==> src/rtl/sts_pkg.sv <==
package sts_pkg;
    localparam int FLAG_W = 5;
    localparam int CLR_N  = 3;
    localparam int B_TXE  = 0;
    localparam int B_RXF  = 1;
    localparam int B_PER  = 2;
    localparam int B_TEND = 3;
    localparam int B_MPB  = 4;

    typedef enum logic [1:0] {
        TXE_DISABLED = 2'd0,
        TXE_SENDING  = 2'd1,
        TXE_ENDED    = 2'd2
    } txend_state_e;
endpackage

==> src/rtl/sts_flag_cell.sv <==
module sts_flag_cell #(
    parameter logic RST_VAL = 1'b0
) (
    input  logic clk,
    input  logic rst_n,
    input  logic standby,
    input  logic set_i,
    input  logic hw_clr_i,
    input  logic rd_i,
    input  logic wr_i,
    input  logic wbit_i,
    output logic flag_o,
    output logic sw_clr_o
);
    logic flag_q;
    logic arm_q;

    assign sw_clr_o = wr_i && arm_q && !wbit_i;
    assign flag_o   = flag_q;

    always_ff @(posedge clk or negedge rst_n) begin
        if (!rst_n) begin
            flag_q <= RST_VAL;
        end else if (standby) begin
            flag_q <= RST_VAL;
        end else if (set_i) begin
            flag_q <= 1'b1;
        end else if (sw_clr_o || hw_clr_i) begin
            flag_q <= 1'b0;
        end
    end

    always_ff @(posedge clk or negedge rst_n) begin
        if (!rst_n) begin
            arm_q <= 1'b0;
        end else if (standby) begin
            arm_q <= 1'b0;
        end else if (wr_i) begin
            arm_q <= rd_i && flag_q;
        end else if (rd_i && flag_q) begin
            arm_q <= 1'b1;
        end
    end
endmodule

==> src/rtl/sts_rx_eval.sv <==
module sts_rx_eval #(
    parameter int DATA_W = 8
) (
    input  logic              rx_done,
    input  logic              rx_en,
    input  logic              halted,
    input  logic              parity_en,
    input  logic              parity_odd,
    input  logic [DATA_W-1:0] rx_data,
    input  logic              rx_par_bit,
    output logic              accept_o,
    output logic              perr_o
);
    logic ones_odd;

    always_comb begin
        ones_odd = (^rx_data) ^ rx_par_bit;
        accept_o = rx_done && rx_en && !halted;
        perr_o   = parity_en && (ones_odd != parity_odd);
    end
endmodule

==> src/rtl/sts_txend_fsm.sv <==
module sts_txend_fsm
    import sts_pkg::*;
(
    input  logic clk,
    input  logic rst_n,
    input  logic standby,
    input  logic tx_en,
    input  logic last_bit,
    input  logic tx_empty,
    input  logic clr_evt,
    output logic tend_o
);
    txend_state_e state_q;
    txend_state_e state_n;
    logic         end_evt;

    assign end_evt = last_bit && tx_empty;

    always_ff @(posedge clk or negedge rst_n) begin
        if (!rst_n) begin
            state_q <= TXE_DISABLED;
        end else if (standby) begin
            state_q <= TXE_DISABLED;
        end else begin
            state_q <= state_n;
        end
    end

    always_comb begin
        state_n = state_q;
        if (!tx_en) begin
            state_n = TXE_DISABLED;
        end else begin
            unique case (state_q)
                TXE_DISABLED: state_n = TXE_ENDED;
                TXE_SENDING:  if (end_evt) state_n = TXE_ENDED;
                TXE_ENDED:    if (clr_evt && !end_evt) state_n = TXE_SENDING;
                default:      state_n = TXE_DISABLED;
            endcase
        end
    end

    always_comb begin
        tend_o = 1'b1;
        unique case (state_q)
            TXE_SENDING: tend_o = 1'b0;
            default:     tend_o = 1'b1;
        endcase
    end
endmodule

==> src/rtl/serial_status_flags.sv <==
module serial_status_flags
    import sts_pkg::*;
#(
    parameter int DATA_W = 8
) (
    input  logic              clk,
    input  logic              rst_n,
    input  logic              standby,
    input  logic              rx_en,
    input  logic              tx_en,
    input  logic              sync_mode,
    input  logic              mp_format,
    input  logic              parity_en,
    input  logic              parity_odd,
    input  logic              rx_done,
    input  logic [DATA_W-1:0] rx_data,
    input  logic              rx_par_bit,
    input  logic              rx_mp_bit,
    input  logic              tdr_taken,
    input  logic              tx_last_bit,
    input  logic              dma_tdr_wr,
    input  logic              cpu_rd,
    input  logic              cpu_wr,
    input  logic [CLR_N-1:0]  cpu_wdata,
    output logic [FLAG_W-1:0] cpu_rdata,
    output logic              tx_empty,
    output logic              rx_full,
    output logic              par_err,
    output logic              tx_end,
    output logic              mp_bit,
    output logic              rx_halt,
    output logic              tx_halt,
    output logic              rx_load
);
    localparam logic [CLR_N-1:0] CLR_RST = CLR_N'(1) << B_TXE;

    logic [CLR_N-1:0] set_v;
    logic [CLR_N-1:0] hw_clr_v;
    logic [CLR_N-1:0] flag_v;
    logic [CLR_N-1:0] sw_clr_v;
    logic             accept;
    logic             perr_now;
    logic             mpb_q;

    sts_rx_eval #(.DATA_W(DATA_W)) u_rx_eval (
        .rx_done    (rx_done),
        .rx_en      (rx_en),
        .halted     (flag_v[B_PER]),
        .parity_en  (parity_en),
        .parity_odd (parity_odd),
        .rx_data    (rx_data),
        .rx_par_bit (rx_par_bit),
        .accept_o   (accept),
        .perr_o     (perr_now)
    );

    always_comb begin
        set_v           = '0;
        hw_clr_v        = '0;
        set_v[B_TXE]    = tdr_taken;
        set_v[B_RXF]    = accept && !perr_now;
        set_v[B_PER]    = accept && perr_now;
        hw_clr_v[B_TXE] = dma_tdr_wr;
    end

    for (genvar i = 0; i < CLR_N; i++) begin : g_cell
        sts_flag_cell #(.RST_VAL(CLR_RST[i])) u_cell (
            .clk      (clk),
            .rst_n    (rst_n),
            .standby  (standby),
            .set_i    (set_v[i]),
            .hw_clr_i (hw_clr_v[i]),
            .rd_i     (cpu_rd),
            .wr_i     (cpu_wr),
            .wbit_i   (cpu_wdata[i]),
            .flag_o   (flag_v[i]),
            .sw_clr_o (sw_clr_v[i])
        );
    end

    sts_txend_fsm u_txend (
        .clk      (clk),
        .rst_n    (rst_n),
        .standby  (standby),
        .tx_en    (tx_en),
        .last_bit (tx_last_bit),
        .tx_empty (flag_v[B_TXE]),
        .clr_evt  (sw_clr_v[B_TXE] || dma_tdr_wr),
        .tend_o   (tx_end)
    );

    always_ff @(posedge clk or negedge rst_n) begin
        if (!rst_n) begin
            mpb_q <= 1'b0;
        end else if (standby) begin
            mpb_q <= 1'b0;
        end else if (accept && mp_format && !sync_mode) begin
            mpb_q <= rx_mp_bit;
        end
    end

    always_comb begin
        tx_empty          = flag_v[B_TXE];
        rx_full           = flag_v[B_RXF];
        par_err           = flag_v[B_PER];
        mp_bit            = mpb_q;
        rx_halt           = flag_v[B_PER];
        tx_halt           = flag_v[B_PER] && sync_mode;
        rx_load           = accept;
        cpu_rdata         = '0;
        cpu_rdata[B_TXE]  = flag_v[B_TXE];
        cpu_rdata[B_RXF]  = flag_v[B_RXF];
        cpu_rdata[B_PER]  = flag_v[B_PER];
        cpu_rdata[B_TEND] = tx_end;
        cpu_rdata[B_MPB]  = mpb_q;
    end
endmodule

==> config.mk <==
export PLATFORM = sky130hd
export DESIGN_NAME = serial_status_flags
export DESIGN_NICKNAME = d
export VERILOG_FILES = /design/src/rtl/sts_pkg.sv /design/src/rtl/sts_flag_cell.sv /design/src/rtl/sts_rx_eval.sv /design/src/rtl/sts_txend_fsm.sv /design/src/rtl/serial_status_flags.sv
export SDC_FILE = /design/constraint.sdc
export NUM_CORES = 1
export LEC_CHECK = 0
export BUFFER_PORTS_ARGS = -buffer_cell sky130_fd_sc_hd__buf_2
export CAP_MARGIN = 20
export CORE_MARGIN = 5
export CORE_UTILIZATION = 35
export CTS_CLUSTER_DIAMETER = 100
export DETAILED_ROUTE_END_ITERATION = 16
export GPL_ROUTABILITY_DRIVEN = 0
export GPL_TIMING_DRIVEN = 0
export PLACE_DENSITY = 0.77
export SYNTH_ARGS = -nofsm -noshare
export SYNTH_HDL_FRONTEND = slang
export SYNTH_SLANG_ARGS = --single-unit
export TNS_END_PERCENT = 5
==> constraint.sdc <==
create_clock -name clk -period 1.4 [get_ports clk]
set_clock_uncertainty 0.15 [all_clocks]
set_input_delay 0 -clock clk [delete_from_list [all_inputs] [get_ports clk]]
set_output_delay 0 -clock clk [all_outputs]
set_load 0.005 [all_outputs]
# [Word level (Yosys, flattened, before mapping)]
# Cells that the tools add are included.
[word_totals] output_inout_bits=13 register_bits=9
[op_classes] eq_ne=5 mux=26 n_reduce_logical=37 n_bitwise=1
[ops] op="$mux W1" n=21
[ops] op="$logic_and A1 B1 Y1" n=19
[ops] op="$reduce_bool A3 Y1" n=6
[ops] op="$mux W2" n=4
[ops] op="$ne A4 B3 Y1 const B" n=2
[ops] op="$reduce_xor A8 Y1" n=1
[ops] op="$logic_not A1 Y1" n=7
[ops] op="$pmux W2 S3" n=1
[ops] op="$eq A2 B1 Y1 const B" n=1
[ops] op="$eq A2 B2 Y1 const B" n=1
[ops] op="$logic_not A2 Y1" n=1
[ops] op="$reduce_and A2 Y1" n=1
[ops] op="$reduce_bool A2 Y1" n=1
[ops] op="$logic_or A1 B1 Y1" n=1
[ops] op="$ne A1 B1 Y1" n=1
[ops] op="$xor A1 B1 Y1" n=1

# [Longest topological paths before layout]
# Gate-level depths: netlist (run 1).
[logic_depth] word_depth=8 depth_mapped=4 ltp_nobuf=4

# [By module]
# From an unflattened synthesis (run 1), not the netlist that was laid out.
[hier_totals] cells_unflattened=63 hier_area_um2=620.6
[modules_own_cells] module="sts_flag_cell (g_cell[1].u_cell ...)" area_per_inst_um2=98.8 seq_area_each_um2=50.0 cells_per_inst=9 instances=2
[modules_own_cells] module="serial_status_flags" area_per_inst_um2=128.9 seq_area_each_um2=25.0 cells_per_inst=16 instances=1
[modules_own_cells] module="sts_txend_fsm" area_per_inst_um2=105.1 seq_area_each_um2=50.0 cells_per_inst=9 instances=1
[modules_own_cells] module="sts_rx_eval" area_per_inst_um2=97.6 seq_area_each_um2=0.0 cells_per_inst=11 instances=1
[modules_own_cells] module="sts_flag_cell (g_cell[0].u_cell)" area_per_inst_um2=91.3 seq_area_each_um2=51.3 cells_per_inst=9 instances=1

# [Worst setup path before layout (run 1)]
# No wires, ideal clock.
[synth_path] path_kind="reg2reg" from="reg g_cell[2].u_cell.flag_q" to="reg mpb_q (netlist: mp_bit)" setup_time_ns=0.130 path_stages_with_launch=5 path_buffers=0 t_arrival_ns=1.103 required_ns=1.120 setup_slack_ns=0.017 path_cell_list="dfrtp_1 > nand3b_1 > nor3b_1 > mux2i_1 > nor2_1"
[synth_between] elab_chain_len=5
[synth_rtl] item="from (decl)" line="sts_flag_cell.sv:15" rtl="logic flag_q;"
[synth_rtl] item="from (signal assigned)" line="sts_flag_cell.sv:23" rtl="flag_q <= RST_VAL;"
[synth_rtl] item="from (signal assigned)" line="sts_flag_cell.sv:25" rtl="flag_q <= RST_VAL;"
[synth_rtl] item="from (signal assigned)" line="sts_flag_cell.sv:27" rtl="flag_q <= 1'b1;"
[synth_rtl] item="$logic_not A1 Y1" line="sts_rx_eval.sv:18" rtl="accept_o = rx_done && rx_en && !halted;"
[synth_rtl] item="$logic_and A1 B1 Y1" line="sts_rx_eval.sv:18"
[synth_rtl] item="$logic_and A1 B1 Y1 (2 in series)" line="serial_status_flags.sv:97" rtl="end else if (accept && mp_format && !sync_mode) begin"
[synth_rtl] item="$reduce_bool A2 Y1 (no source line)"
[synth_rtl] item="to (signal assigned)" line="serial_status_flags.sv:98" rtl="mpb_q <= rx_mp_bit;"
[synth_rtl] item="to (decl)" line="serial_status_flags.sv:43" rtl="logic mpb_q;"
# Every way passes these cells.
# A chain may end at the register's enable or synchronous reset.

# [Worst setup path in the final report (run 1)]
# Same ends and word-level chain as after synthesis.

==> flow_summary.yaml, run 1 <==
outcome:
  outcome: "finished clean"
placement:
  placed_cells: 114
  half_perimeter_wire_length_after_placement_um: 1131
  postPlaceCellArea_um2: 797.0
  port_buffer_count: 39
final_layout:
  fillerInstances: 127
  drive_gt1_frac: 0.5000
  layout.area.seq_um2: 227.7
  design.final.nets: 147
  multi_input_comb_area_um2: 311.5
  area_delta_synth_final_pct: 70.75
  post_layout_nonfiller_instances: 134
  post-route-cell-area_um2: 993.5
  antennaDiodeCount: 0
  final_util: 0.6445
worst_setup_path:
  cp_max_fo: 3
  worstSetupPathType: "reg2reg"
  worst_ep_arrival_time_ns: 1.36
  timing.critical_path.from_type: "flop"
  cp-end-kind: "flop"
  timing.critical_path.required_ns: 1.38
  worst-r2r-setup-slack_ns: 0.02
timing:
  timing.final.crit_period_ns: 1.382
  tns_ns: 0
  timing_max_transition_violations_final: 0
  slew_worst_pin_ns: 0.4069
  maxClockFrequency_mhz: 723.5
  grt_setup_unrepaired: "true"
  finalHoldViolCount: 0
  max-slew-margin-rel: 0.7287
  final-setup-viol-count: 0
  finalCritPeriodShare: 0.9872
clock_network:
  worst_skew_pair.late_latency_ns: 0.26
  cts.path.max_buffers: 2
  cts-buffers-inserted: 3
  clock_sink_count: 9
  cts_root_buf: "sky130_fd_sc_hd__clkbuf_4"
  clk_pin_slew_worst_paths_ns: 0.06
  tritoncts_clock_tree: "yes"
  cts.htree.levels: 1
routing:
  postRouteAntennaNets: 0
  drt_pre_antenna_iters: 4
  drt-vias-per-instance: 4.664
  violation_count_after_the_first_detailed_routing_iteration: 13
  drt_drc_violations_left: 0
  avgRoutedWirePerCell_um: 11.25
  finalWirelength_um: 1507
  dr_total_vias: 625
global_routing:
  grt_first_pass_wirelength_um: 2442
  antenna_violations_before_repair: 0
  vias_in_the_first_global_route: 599
  grt-ovfl-total: 0
  grt_start_max_net_pins: 10
  gr-usage-all-layers: 0.1226
logic_synthesis:
  ys_ff_latch: 9
  asyncSetResetFlopFracSynth: 1.000
  synth-seq-area-share: 0.3892
  syn-num-nets: 87
  synth_enable_flop_cells: 0
  ys_top_cells_by_area: "sky130_fd_sc_hd__dfrtp_1 (34%), sky130_fd_sc_hd__buf_4 (7.7%), sky130_fd_sc_hd__xnor2_1 (6.0%), sky130_fd_sc_hd__dfstp_2 (4.5%), sky130_fd_sc_hd__nor2_1 (4.5%)"
  synth.cell_area_um2: 581.8
  synth.yosys.warnings: 0
  synth_most_common_cell: "sky130_fd_sc_hd__dfrtp_1"
  synth_cells: 59
  synth_top_area_cell: "sky130_fd_sc_hd__dfrtp_1"
  dominantRegCellSynth: "sky130_fd_sc_hd__dfrtp_1"
  syn_area_per_cell_um2: 9.861
  yosysUniqueCellTypes: 25
  synthDominantCellAreaShare: 0.3441
  netlist_top_cells_count: "sky130_fd_sc_hd__dfrtp_1 (8), sky130_fd_sc_hd__nor2_1 (7), sky130_fd_sc_hd__buf_4 (6), sky130_fd_sc_hd__o21ai_0 (4), sky130_fd_sc_hd__xnor2_1 (4)"
floorplan:
  floorplan.die.width_um: 50.77
  die_y_um: 50.77
  floorplan.initialDensity: 0.3774
  placeable_area_um2: 1541
  floorplan.die_area_um2: 2578
  io-pin-count: 41
  num_rows: 14
power_and_ir_drop:
  ir_drop_uv: 614.3
  power.density_nw_per_um2: 731.7
  total_power_mw: 0.7269
  total_leakage_power_nw: 0.5281
min_path:
  timing.hold.worst.class: "in2reg"
run:
  drv.max_cap_violation_count: 0
where the power goes:
group          switching [mW]  internal [mW]
sequential             0.0105          0.276
combinational          0.0976          0.153
clock                  0.0803          0.109
metrics by stage:
step           hold WS (ns)  setup WS [ns]
2_1_floorplan       -0.4456        0.01750
3_3_place_gp        -0.2958        -0.1471
3_5_place_dp        -0.2924        -0.1552
4_1_cts             0.04423        0.02577
5_1_grt             0.04908       -0.07993
6_report            0.04726        0.01791
layer usage:
metal,share of wire,track usage,vias up
li1,-,-,319
met1,0.39,0.1361,286
met2,0.55,0.2107,20
met3,0.064,0.05917,0
met4,0,0.02553,0
met5,0,0,-
sequential cells by signal, indices dropped and copies added, names as in the netlist:
name                  cells
g_cell.u_cell.flag_o      3
u_txend.state_q           2
mp_bit                    1
g_cell.u_cell.arm_q       3
cells in the final DEF (no fill, tap or decap):
master	synthesis	layout
sky130_fd_sc_hd__xnor3_1	1	1
sky130_fd_sc_hd__and3b_1	2	2
sky130_fd_sc_hd__a31o_2	1	1
sky130_fd_sc_hd__inv_1	3	3
sky130_fd_sc_hd__xnor2_2	1	1
sky130_fd_sc_hd__o21ai_1	0	2
sky130_fd_sc_hd__dlygate4sd3_1	0	13
sky130_fd_sc_hd__mux2i_1	1	1
sky130_fd_sc_hd__clkbuf_4	0	3
sky130_fd_sc_hd__o21ai_0	4	2
sky130_fd_sc_hd__nand2_1	3	3
sky130_fd_sc_hd__nand3b_1	1	1
sky130_fd_sc_hd__nor4b_2	0	1
sky130_fd_sc_hd__buf_2	0	39
sky130_fd_sc_hd__xnor2_1	4	4
sky130_fd_sc_hd__a221oi_1	1	1
sky130_fd_sc_hd__a22oi_1	3	3
sky130_fd_sc_hd__nor2_1	7	7
sky130_fd_sc_hd__dfrtp_1	8	7
sky130_fd_sc_hd__buf_4	6	9
sky130_fd_sc_hd__and2_1	1	1
sky130_fd_sc_hd__xor2_1	2	2
sky130_fd_sc_hd__a2111oi_2	0	1
sky130_fd_sc_hd__nand2b_1	3	3
sky130_fd_sc_hd__clkbuf_1	1	2
sky130_fd_sc_hd__and4_4	1	1
sky130_fd_sc_hd__nor3b_2	0	1
sky130_fd_sc_hd__a211o_1	1	1
sky130_fd_sc_hd__dfrtp_2	0	1
sky130_fd_sc_hd__dfstp_2	1	1
path summary, 6_finish.rpt:
| path | from | to | cells past startpoint |
|---|---|---|---|
| worst max-delay path | g_cell[2].u_cell.flag_o | mp_bit | 4 |
| worst min-delay path | cpu_wdata[1] | g_cell[1].u_cell.flag_o | 3 |
| worst max register to register | g_cell[2].u_cell.flag_o | mp_bit | 4 |
| worst min register to register | u_txend.state_q[1] | u_txend.state_q[1] | 1 |
| max in group asynchronous | rst_n | g_cell[2].u_cell.flag_o | 3 |
| min in group asynchronous | rst_n | g_cell[0].u_cell.flag_o | 2 |
critical path, stage by stage, from the launching register on:
cell                       delay [ns]
sky130_fd_sc_hd__dfrtp_2         0.40
sky130_fd_sc_hd__nand3b_1        0.21
sky130_fd_sc_hd__nor3b_2         0.22
sky130_fd_sc_hd__mux2i_1         0.22
sky130_fd_sc_hd__nor2_1          0.05
layout make-up:
cell class,instances,share of cell area
Clock buffer,4,0.02645
Buffer,7,0.04912
Timing Repair Buffer,55,0.3501
Multi-Input combinational cell,40,0.3136
Tap cell,16,0.02015
Sequential cell,9,0.2292
Inverter,3,0.01134
kinds of logic after synthesis:
kind of cell    Yosys count  share of synthesized area
compound gates           11                     0.1355
xor+xnor                  8                     0.1570
buf+inv                  10                     0.1032
flops                     9                     0.3893
mux                       1                    0.01720
simple gates             20                     0.1979
timing repair:
item / in CTS / in global routing
buffers inserted: 2 / 1
pin swaps: 0 / 1
resized for setup: 2 / 4
hold buffers: 13 / 0
endpoints found under the setup margin: 1 / 3
endpoints found under the hold margin: 18 / 0
Note: power is estimated with default switching activity, not from simulation.
==> run 2: changes to the inputs <==
--- a/config.mk
+++ b/config.mk
@@ -13,7 +13,7 @@
 export DETAILED_ROUTE_END_ITERATION = 16
 export GPL_ROUTABILITY_DRIVEN = 0
 export GPL_TIMING_DRIVEN = 0
-export PLACE_DENSITY = 0.77
+export PLACE_DENSITY = 0.75
 export SYNTH_ARGS = -nofsm -noshare
 export SYNTH_HDL_FRONTEND = slang
 export SYNTH_SLANG_ARGS = --single-unit
==> run 2 against run 1 <==
First-iteration DRC count is 46% lower; global-route usage grew 1.5 points; wire length grew 5.6%; largest cell class unchanged; critical path depth is the same; register-to-register slack improved by 0.04 ns; setup slack improved by 0.040 ns; fmax rose by 3.0%; clock power increased by 4%; sequential share of layout area rose by 0.087 points; design area decreased by 0.38%; total power rose by 0.54%; critical path type unchanged; hold slack lost 0.021 ns.
==> flow_summary.yaml, run 2 (synthesized netlist as in run 1, its figures left out) <==
timing:
  finalHoldViolCount: 0
  timing_max_transition_violations_final: 0
  finalCritPeriodShare: 0.9584
  grt_setup_unrepaired: "true"
  final-setup-viol-count: 0
  tns_ns: 0
  slew_worst_pin_ns: 0.3909
  maxClockFrequency_mhz: 745.3
  final_critical_path_setup_slack_ns: 0.05830
  worst_hold_slack_after_final_layout_ns: 0.02618
  max-slew-margin-rel: 0.7394
  timing.final.crit_period_ns: 1.342
final_layout:
  fillerInstances: 128
  post_layout_nonfiller_instances: 133
  most-common-layout-cells: "sky130_fd_sc_hd__buf_2 (39), sky130_fd_sc_hd__dlygate4sd3_1 (13), sky130_fd_sc_hd__buf_4 (8), sky130_fd_sc_hd__nor2_1 (7), sky130_fd_sc_hd__dfrtp_1 (7)"
  final_util: 0.6420
  antennaDiodeCount: 0
  post-route-cell-area_um2: 989.7
  mostFrequentLayoutCell: "sky130_fd_sc_hd__buf_2"
  drive_gt1_frac: 0.5043
  design.final.nets: 146
  area_delta_synth_final_pct: 70.11
clock_network:
  cts_root_buf: "sky130_fd_sc_hd__clkbuf_4"
  clock_sink_count: 9
  worst_skew_pair.late_latency_ns: 0.26
  clk_pin_slew_worst_paths_ns: 0.06
  cts.htree.levels: 1
  cts.path.max_buffers: 2
  tritoncts_clock_tree: "yes"
  cts-buffers-inserted: 3
global_routing:
  gr-usage-all-layers: 0.1375
  grt-ovfl-total: 0
  grt_start_max_net_pins: 10
  antenna_violations_before_repair: 0
  vias_in_the_first_global_route: 675
  grt_first_pass_wirelength_um: 2732
routing:
  avgRoutedWirePerCell_um: 11.96
  violation_count_after_the_first_detailed_routing_iteration: 7
  finalWirelength_um: 1591
  dr_total_vias: 650
  drt_drc_violations_left: 0
  postRouteAntennaNets: 0
  drt-vias-per-instance: 4.887
  drt_pre_antenna_iters: 4
outcome:
  outcome: "finished clean"
worst_setup_path:
  timing.critical_path.required_ns: 1.39
  cp-end-kind: "flop"
  timing.critical_path.from_type: "flop"
  regToRegStartpoint: "g_cell[2].u_cell.flag_o"
  worst_ep_arrival_time_ns: 1.33
  cp_max_fo: 3
  crit_path_start: "g_cell[2].u_cell.flag_o"
  worstSetupPathType: "reg2reg"
power_and_ir_drop:
  total_leakage_power_nw: 0.5242
  total_power_mw: 0.7309
  power_switching_share: 0.2655
  comb_power_share: 0.339
  ir_drop_uv: 515.8
  power.clock.fraction: 0.268
  power.density_nw_per_um2: 738.5
  seqPwrFrac: 0.393
  switching_power_mw: 0.1940
  cellInternalPower_mw: 0.5368
placement:
  half_perimeter_wire_length_after_placement_um: 1163
  postPlaceCellArea_um2: 797.0
  placed_cells: 114
  placement.setup.worst_slack_ns: -0.1318
  port_buffer_count: 39
min_path:
  timing.hold.worst.class: "in2reg"
  hp-start: "mp_format"
floorplan:
  die_y_um: 50.77
  num_rows: 14
  floorplan.initialDensity: 0.3774
  floorplan.die_area_um2: 2578
  io-pin-count: 41
  floorplan.die.width_um: 50.77
  placeable_area_um2: 1541
run:
  drv.max_cap_violation_count: 0
## run 2: routing by layer
layer,vias up,wire length (um),track usage
met2,19,916,0.2541
li1,317,-,-
met5,-,0,0
met4,0,0,0.03830
met1,314,578,0.1392
met3,0,96,0.05621
## run 2: timing repair
action	4_1_cts	5_1_grt
setup buffers	2	0
hold buffers	13	0
gates cloned	0	0
resized for setup	2	5
pin swaps	1	1
endpoints found under the hold margin	18	0
endpoints found under the setup margin	1	4
## run 2: worst paths after layout
| path | end | slack, ns | depth (start not counted) |
|---|---|---|---|
| setup / recovery | mp_bit | 0.06 | 4 |
| hold / removal | mp_bit | 0.03 | 4 |
| setup reg to reg | mp_bit | 0.06 | 4 |
| hold reg to reg | u_txend.state_q[1] | 0.36 | 1 |
| max in group asynchronous | g_cell[2].u_cell.flag_o | 0.23 | 3 |
| min in group asynchronous | g_cell[0].u_cell.flag_o | 0.07 | 2 |
## run 2: layout make-up
type	instances	area [um2]	area share
Inverter	3	11.26	0.01138
Clock buffer	4	26.28	0.02655
Multi-Input combinational cell	40	315.3	0.3186
Timing Repair Buffer	54	340.3	0.3439
Sequential cell	9	227.7	0.2301
Tap cell	16	20.02	0.02023
Buffer	7	48.80	0.04930
## run 2: power groups by stage
stage          clock network [mW]  logic [mW]  registers (mW)
2_1_floorplan                   0       0.119           0.291
3_3_place_gp                    0       0.194           0.293
3_5_place_dp                    0       0.198           0.295
4_1_cts                     0.206       0.238           0.287
5_1_grt                     0.232       0.275           0.289
6_report                    0.196       0.248           0.287
## run 2: worst max-delay path, cell delays in order (launching register included)
cell                       delay (ns)
sky130_fd_sc_hd__dfrtp_2         0.40
sky130_fd_sc_hd__nand3b_1        0.21
sky130_fd_sc_hd__nor3b_2         0.20
sky130_fd_sc_hd__mux2i_1         0.21
sky130_fd_sc_hd__nor2_1          0.05
